**src/rtl/mbg_pkg.sv**
```systemverilog
package mbg_pkg;
  typedef enum logic {
    ST_IDLE = 1'b0,
    ST_RUN  = 1'b1
  } mbg_state_e;
endpackage

```
**src/rtl/mbg_period_sel.sv**
```systemverilog
module mbg_period_sel #(
  parameter int unsigned DIV_W   = 16,
  parameter int unsigned MOD_W   = 8,
  parameter int unsigned IDX_W   = 4,
  parameter int unsigned MIN_DIV = 3
) (
  input  logic [DIV_W-1:0] divisor_i,
  input  logic [MOD_W-1:0] mod_i,
  input  logic [IDX_W-1:0] bit_idx_i,
  output logic [DIV_W:0]   period_o
);
  localparam bit MOD_POW2 = (MOD_W & (MOD_W - 1)) == 0;

  logic [IDX_W-1:0] wrap_idx;
  logic             mbit;
  logic [DIV_W-1:0] div_eff;

  generate
    if (MOD_POW2) begin : g_mask
      assign wrap_idx = bit_idx_i & IDX_W'(MOD_W - 1);
    end else begin : g_mod
      assign wrap_idx = IDX_W'(bit_idx_i % IDX_W'(MOD_W));
    end
  endgenerate

  always_comb begin
    mbit = 1'b0;
    for (int k = 0; k < MOD_W; k++) begin
      if (wrap_idx == IDX_W'(k)) mbit = mod_i[k];
    end
  end

  assign div_eff  = (divisor_i < DIV_W'(MIN_DIV)) ? DIV_W'(MIN_DIV) : divisor_i;
  assign period_o = {1'b0, div_eff} + (DIV_W+1)'(mbit);
endmodule

```
**src/rtl/mbg_bit_timer.sv**
```systemverilog
module mbg_bit_timer #(
  parameter int unsigned CNT_W = 17
) (
  input  logic             clk_i,
  input  logic             rst_ni,
  input  logic             clear_i,
  input  logic             tick_i,
  input  logic [CNT_W-1:0] period_i,
  output logic             last_o
);
  logic [CNT_W-1:0] cnt_q;

  // >= guards against a period lowered mid-bit
  assign last_o = tick_i && ((cnt_q + CNT_W'(1)) >= period_i);

  always_ff @(posedge clk_i or negedge rst_ni) begin
    if (!rst_ni)      cnt_q <= '0;
    else if (clear_i) cnt_q <= '0;
    else if (tick_i)  cnt_q <= last_o ? '0 : cnt_q + CNT_W'(1);
  end
endmodule

```
**src/rtl/mbg_seq.sv**
```systemverilog
module mbg_seq
  import mbg_pkg::*;
#(
  parameter int unsigned IDX_W    = 4,
  parameter int unsigned LAST_BIT = 10
) (
  input  logic             clk_i,
  input  logic             rst_ni,
  input  logic             start_i,
  input  logic             tick_i,
  input  logic             last_i,
  output logic             run_o,
  output logic [IDX_W-1:0] idx_o,
  output logic             strobe_o,
  output logic             done_o
);
  mbg_state_e       state_q;
  logic [IDX_W-1:0] idx_q;
  logic             strobe_q, done_q;

  always_ff @(posedge clk_i or negedge rst_ni) begin
    if (!rst_ni) begin
      state_q  <= ST_IDLE;
      idx_q    <= '0;
      strobe_q <= 1'b0;
      done_q   <= 1'b0;
    end else begin
      strobe_q <= 1'b0;
      done_q   <= 1'b0;
      if (start_i) begin
        state_q <= ST_RUN;
        idx_q   <= '0;
      end else if (state_q == ST_RUN && tick_i && last_i) begin
        strobe_q <= 1'b1;
        if (idx_q == IDX_W'(LAST_BIT)) begin
          done_q  <= 1'b1;
          idx_q   <= '0;
          state_q <= ST_IDLE;
        end else begin
          idx_q <= idx_q + IDX_W'(1);
        end
      end
    end
  end

  assign run_o    = (state_q == ST_RUN);
  assign idx_o    = idx_q;
  assign strobe_o = strobe_q;
  assign done_o   = done_q;
endmodule

```
**src/rtl/mod_baud_gen.sv**
```systemverilog
module mod_baud_gen #(
  parameter  int unsigned DIV_W    = 16,
  parameter  int unsigned MOD_W    = 8,
  parameter  int unsigned LAST_BIT = 10,
  parameter  int unsigned MIN_DIV  = 3,
  localparam int unsigned IDX_W    = $clog2(LAST_BIT + 1)
) (
  input  logic             clk_i,
  input  logic             rst_ni,
  input  logic             ref_en_i,
  input  logic [DIV_W-1:0] divisor_i,
  input  logic [MOD_W-1:0] mod_i,
  input  logic             start_i,
  output logic             bit_strobe_o,
  output logic [IDX_W-1:0] bit_idx_o,
  output logic             frame_done_o
);
  localparam int unsigned CNT_W = DIV_W + 1;

  logic             run;
  logic             tick;
  logic             last;
  logic [CNT_W-1:0] period;
  logic [IDX_W-1:0] idx;

  assign tick = ref_en_i & run & ~start_i;

  mbg_period_sel #(
    .DIV_W  (DIV_W),
    .MOD_W  (MOD_W),
    .IDX_W  (IDX_W),
    .MIN_DIV(MIN_DIV)
  ) u_period (
    .divisor_i(divisor_i),
    .mod_i    (mod_i),
    .bit_idx_i(idx),
    .period_o (period)
  );

  mbg_bit_timer #(
    .CNT_W(CNT_W)
  ) u_timer (
    .clk_i   (clk_i),
    .rst_ni  (rst_ni),
    .clear_i (start_i | ~run),
    .tick_i  (tick),
    .period_i(period),
    .last_o  (last)
  );

  mbg_seq #(
    .IDX_W   (IDX_W),
    .LAST_BIT(LAST_BIT)
  ) u_seq (
    .clk_i   (clk_i),
    .rst_ni  (rst_ni),
    .start_i (start_i),
    .tick_i  (tick),
    .last_i  (last),
    .run_o   (run),
    .idx_o   (idx),
    .strobe_o(bit_strobe_o),
    .done_o  (frame_done_o)
  );

  assign bit_idx_o = idx;
endmodule

```
**config.mk**
```make
export PLATFORM = sky130hd
export DESIGN_NAME = mod_baud_gen
export DESIGN_NICKNAME = d
export VERILOG_FILES = /design/src/rtl/mbg_pkg.sv /design/src/rtl/mbg_period_sel.sv /design/src/rtl/mbg_bit_timer.sv /design/src/rtl/mbg_seq.sv /design/src/rtl/mod_baud_gen.sv
export SDC_FILE = /design/constraint.sdc
export NUM_CORES = 1
export LEC_CHECK = 0
export BUFFER_PORTS_ARGS = -buffer_cell sky130_fd_sc_hd__clkbuf_2
export CAP_MARGIN = 0
export CORE_MARGIN = 2
export CORE_UTILIZATION = 60
export CTS_BUF_LIST = sky130_fd_sc_hd__clkbuf_2
export DETAILED_ROUTE_END_ITERATION = 10
export MAX_ROUTING_LAYER = met4
export PLACE_DENSITY = 0.84
export SYNTH_ARGS = -nofsm -noshare
export SYNTH_HDL_FRONTEND = slang
export SYNTH_SLANG_ARGS = --single-unit
```
**constraint.sdc**
```tcl
create_clock -name clk_i -period 11.8 [get_ports clk_i]
set_input_delay 0.59 -clock clk_i [delete_from_list [all_inputs] [get_ports clk_i]]
set_output_delay 0.59 -clock clk_i [all_outputs]
set_load 0.02 [all_outputs]
```
==> impl.org <==
** Outcome
- Outcome :: complete, no violations

** Detailed routing
- Detailed-router iteration count before antenna repair :: 5
- In the routed layout, each cell is associated on average with a via count of 5.98.
- Violation count after the first detailed-routing iteration :: 106
- Detailed-route via count :: 1884
- DRC violation count after routing :: 0
- Routed length per instance :: 14.8 um
- The detail route stage leaves a number of antenna-violating nets equal to 0.
- The routed design has 4650 um of wire.

** Power and ir drop
- Internal power :: 101 uW
- The clock network is responsible for 24.1% of the overall power.
- Sequential cells account for 58.0% of the total power.
- Switching power as a share of total power :: 30.1%
- Combinational fraction of design power :: 18.0%
- VDD sags by at most 0.0000374 V.
- For this design the static power due to leakage is 0.00112 uW.
- Total power draw :: 145 uW
- In this run the power spent charging and discharging nets is 43.5 uW.
- Dividing total power by cell area gives a power density of 62.9 nW/um^2.

** Floorplan
- Count of pins on the block boundary :: 34
- Floorplan die area :: 3960 um^2
- Row generation in the floorplan step produced 21 rows.
- Die Wd :: 62.9 um
- Chip Height :: 62.9 um
- Placeable core region :: 3340 um^2
- Starting utilization of the core area :: 62.4%

** Worst setup path
- The largest single stage delay on the critical path is 0.82 ns.
- At the worst endpoint, the required time is 12.10 ns.
- Worst EP arrival :: 5.06 ns
- Counting cells, the worst reg-to-reg path comes to 23.
- The signal on the critical path passes through nand2_1 -> inv_1 -> ha_1 -> a22oi_1 -> a31oi_1 -> o21ai_0 -> nand2_1 -> o21ai_0 -> o21ai_0 -> ha_1 -> ha_1 -> nand3_1 -> nor2_1 -> nand3_1 -> xor2_1 -> ha_1 -> nand4_1 -> nor4_1 -> nand3_1 -> o211ai_1 -> nor3_2 -> a21oi_1 -> a31oi_1.
- The worst register-to-register path has a setup slack of 7.05 ns.
- Number of buffer and inverter stages on the critical path :: 1
- Setup crit start kind :: register
- Crit Reg-Reg Endpoint :: u_timer.cnt_q[13]
- The worst register-to-register path begins at u_seq.idx_o[0].
- Of all nets on the critical path, the largest fanout is 17.
- Critical path type :: register to register
- Largest delay contributor family on the critical path :: simple AND/OR/NAND/NOR gates
- CP Capture Type :: register
- The most numerous cell type found on the critical path is ha_1.
- Slowest stage cell, crit path :: nor3_2

** Final layout
- Area of the multi-input gates :: 1430 um^2
- Area growth, synth to finish :: 10.5%
- At the end of the flow, the number of nets in the layout was 320.
- Fill cell count :: 280
- In the final layout, flip-flops and latches occupy 601 um^2.
- Commonest non-fill, non-tap cell in the layout :: clkbuf_2
- Proportion of layout cells with a drive suffix above 1 :: 15.6%
- The number of antenna diodes in the final layout is 0.
- For this run, the number of standard cells in the final layout without fillers is 315.
- Most frequent cells in the layout :: clkbuf_2, dfrtp_1, nand2_1

** Clock tree
- The clock passes through at most 2 buffers.
- The number of clock buffers added by TritonCTS is 3.
- The clock reaches the later pin of the worst-skew pair after 0.37 ns.
- Clock Pin Slew Worst Setup and Hold Paths :: 0.25 ns
- Clock tree synthesis found a total of 24 sinks.
- In this run, post-CTS hold repair placed 0 buffers.
- Buffer cell driving the clock tree root :: clkbuf_2
- H-tree Lvls :: 1
- TritonCTS built the clock tree.
- Once the clock tree was built, the setup fixing pass inserted 0 buffers.
- Gates resized during post-CTS repair numbered 0.

** Timing
- The final-report max-slew violation count came to 0.
- After layout, the minimum clock period comes to 4.75 ns.
- Headroom to the max-slew limit came out at 35.6%.
- Setup TNS :: 0 ns
- Worst Slack Setup Final :: 7.05 ns
- For the pin with the worst max-slew slack, the measured transition is 0.961 ns.
- RSZ-0062 raised after global routing :: no
- Final Hold Violating Endpoints :: 0
- Timing would allow up to 210 MHz.
- Setup violations remaining at the end of the flow were counted as 0.
- For the final database, setup skew stands at 0.0153 ns.
- Period utilisation layout :: 40.3%

** Global route
- The via count of the first global-routing pass came to 1954.
- The initial antenna violation count came to 0.
- GRT Util Overall :: 26.7%
- Entering global routing, the biggest net connects 25 pins.
- Summed over all layers, the global routing overflow is 0.
- The first global-routing pass estimated 8280 um of wire.

** Yosys
- Number of flops mapped to enable cells by yosys :: 0
- Summing every instance area after synthesis gives 2080 um^2.
- After synthesis, the netlist uses 41 different library cells.
- A synthesized cell averages 8.75 um^2.
- Synthesis inferred 24 register bits.
- The synthesized design spends more area on one cell type than any other, namely dfrtp_1.
- Most frequently used flop master after synthesis :: dfrtp_1
- By area the synthesized netlist is led by dfrtp_1, ha_1, xor2_1.
- For this run, the register share of the synthesized area comes to 28.8%.
- Of all flip-flops after synthesis, the portion carrying an async set or reset was 100%.
- Number of instances in the synthesized netlist :: 238
- Count of synthesis-stage warnings from yosys :: 0
- Area fraction of the dominant cell type after synthesis :: 28.8%
- When the netlist entered floorplanning its net count stood at 288.

** Placed design
- Placed cells :: 311
- The congestion estimate from routability-driven global placement came to 0.911.
- DP Worst Slack :: 7.11 ns
- The HPWL after detailed placement is 3770 um.
- Number of port buffers :: 33

** Flow run
- Max-capacitance violation count :: 0

** Hold path
- Type of the worst min-delay path :: input port to asynchronous set/reset pin
==> registers in the layout, summed over array words and instances, names as in the netlist <==
| name | count |
|---|---|
| u_seq.idx_o | 4 |
| u_timer.cnt_q | 17 |
| u_seq.strobe_o | 1 |
| u_seq.run_o | 1 |
| u_seq.done_o | 1 |
==> worst register-to-register path: cells and delay by family, from the launching register on <==
| family | cells | cell delay [ns] |
|---|---|---|
| and+or+nand+nor | 9 | 1.86 |
| AOI/OAI and AO/OA | 8 | 1.13 |
| buffers and inverters | 1 | 0.10 |
| adders and majority gates | 4 | 0.88 |
| xor gates and xnor gates | 1 | 0.16 |
| DFF | 1 | 0.55 |
==> cell families after synthesis <==
logic type | synth area share, %
AND/OR/NAND/NOR | 24.9
AO/OA/AOI/OAI | 17.3
XOR/XNOR | 11.8
flip-flops | 28.8
adder cells (fa/ha/maj) | 13.2
buffers and inverters | 2.52
multiplexers | 1.44
==> how the worst max path moves through the flow <==
stage,slack [ns],to,from,depth (start not counted)
floorplan,7.59,u_timer.cnt_q[16],u_seq.idx_o[0],25
global route,6.40,u_timer.cnt_q[13],u_seq.idx_o[0],23
detailed placement,7.11,u_timer.cnt_q[13],u_seq.idx_o[0],23
finish,7.05,u_timer.cnt_q[13],u_seq.idx_o[0],23
global placement,7.27,u_timer.cnt_q[15],u_seq.idx_o[0],23
CTS,7.06,u_timer.cnt_q[13],u_seq.idx_o[0],23
==> synthesized netlist by cell type (2+ instances only) <==
| library cell | count |
|---|---|
| a21o_1 | 3 |
| buf_2 | 3 |
| and2_1 | 4 |
| or3_1 | 2 |
| a31oi_1 | 6 |
| nand2_1 | 23 |
| a22o_1 | 9 |
| o21ai_0 | 9 |
| and4_1 | 4 |
| nor2b_1 | 3 |
| ha_1 | 22 |
| dfrtp_1 | 24 |
| nor3b_1 | 3 |
| clkbuf_1 | 4 |
| xor2_1 | 17 |
| nand4_1 | 4 |
| nand3_1 | 13 |
| a22oi_1 | 2 |
| nor4_1 | 4 |
| nor3_1 | 2 |
| and3_1 | 11 |
| o211ai_1 | 2 |
| nor2_1 | 11 |
| a211oi_1 | 2 |
| xnor2_1 | 11 |
| a21oi_1 | 13 |
| nand2b_1 | 6 |
| mux2i_1 | 3 |
| inv_1 | 6 |
==> power groups by stage <==
stage          clock network [uW]  registers [uW]  logic, uW
2_1_floorplan                   0            85.1       13.8
3_3_place_gp                    0            85.3       25.0
3_5_place_dp                    0            85.3       25.6
4_1_cts                      35.3            83.9       26.1
5_1_grt                      38.3            84.1       29.8
6_report                     34.9            83.9       26.0
==> cell type report <==
type                    instances  area share, %
clock buffers                   3          0.653
clock inverters                 1          0.163
inverters                       6          0.979
multi-input cells             201           62.1
flip-flops and latches         24           26.1
well taps                      46           2.50
repair buffers                 34           7.50
==> metal layers <==
metal | wire, um | share of wire (%) | up-vias | global-route usage (%)
li1 | - | - | 930 | -
met1 | 2100 | 45 | 884 | 32.6
met2 | 2230 | 48 | 61 | 45.3
met3 | 241 | 5.2 | 9 | 3.42
met4 | 76 | 1.6 | 0 | 9.17
met5 | 0 | 0 | - | -
==> stage by stage <==
| stage | instance area [um^2] | hold slack (ns) | util, % |
|---|---|---|---|
| 5_1_grt | 2300 | 0.218 | 69.0 |
| 3_5_place_dp | 2280 | 0.503 | 68.4 |
| 2_1_floorplan | 2080 | 0.294 | - |
| 6_report | 2300 | 0.166 | 69.0 |
| 3_3_place_gp | 2280 | 0.490 | 68.4 |
| 4_1_cts | 2300 | 0.193 | 69.0 |
Power figures use the tool's default switching activity.
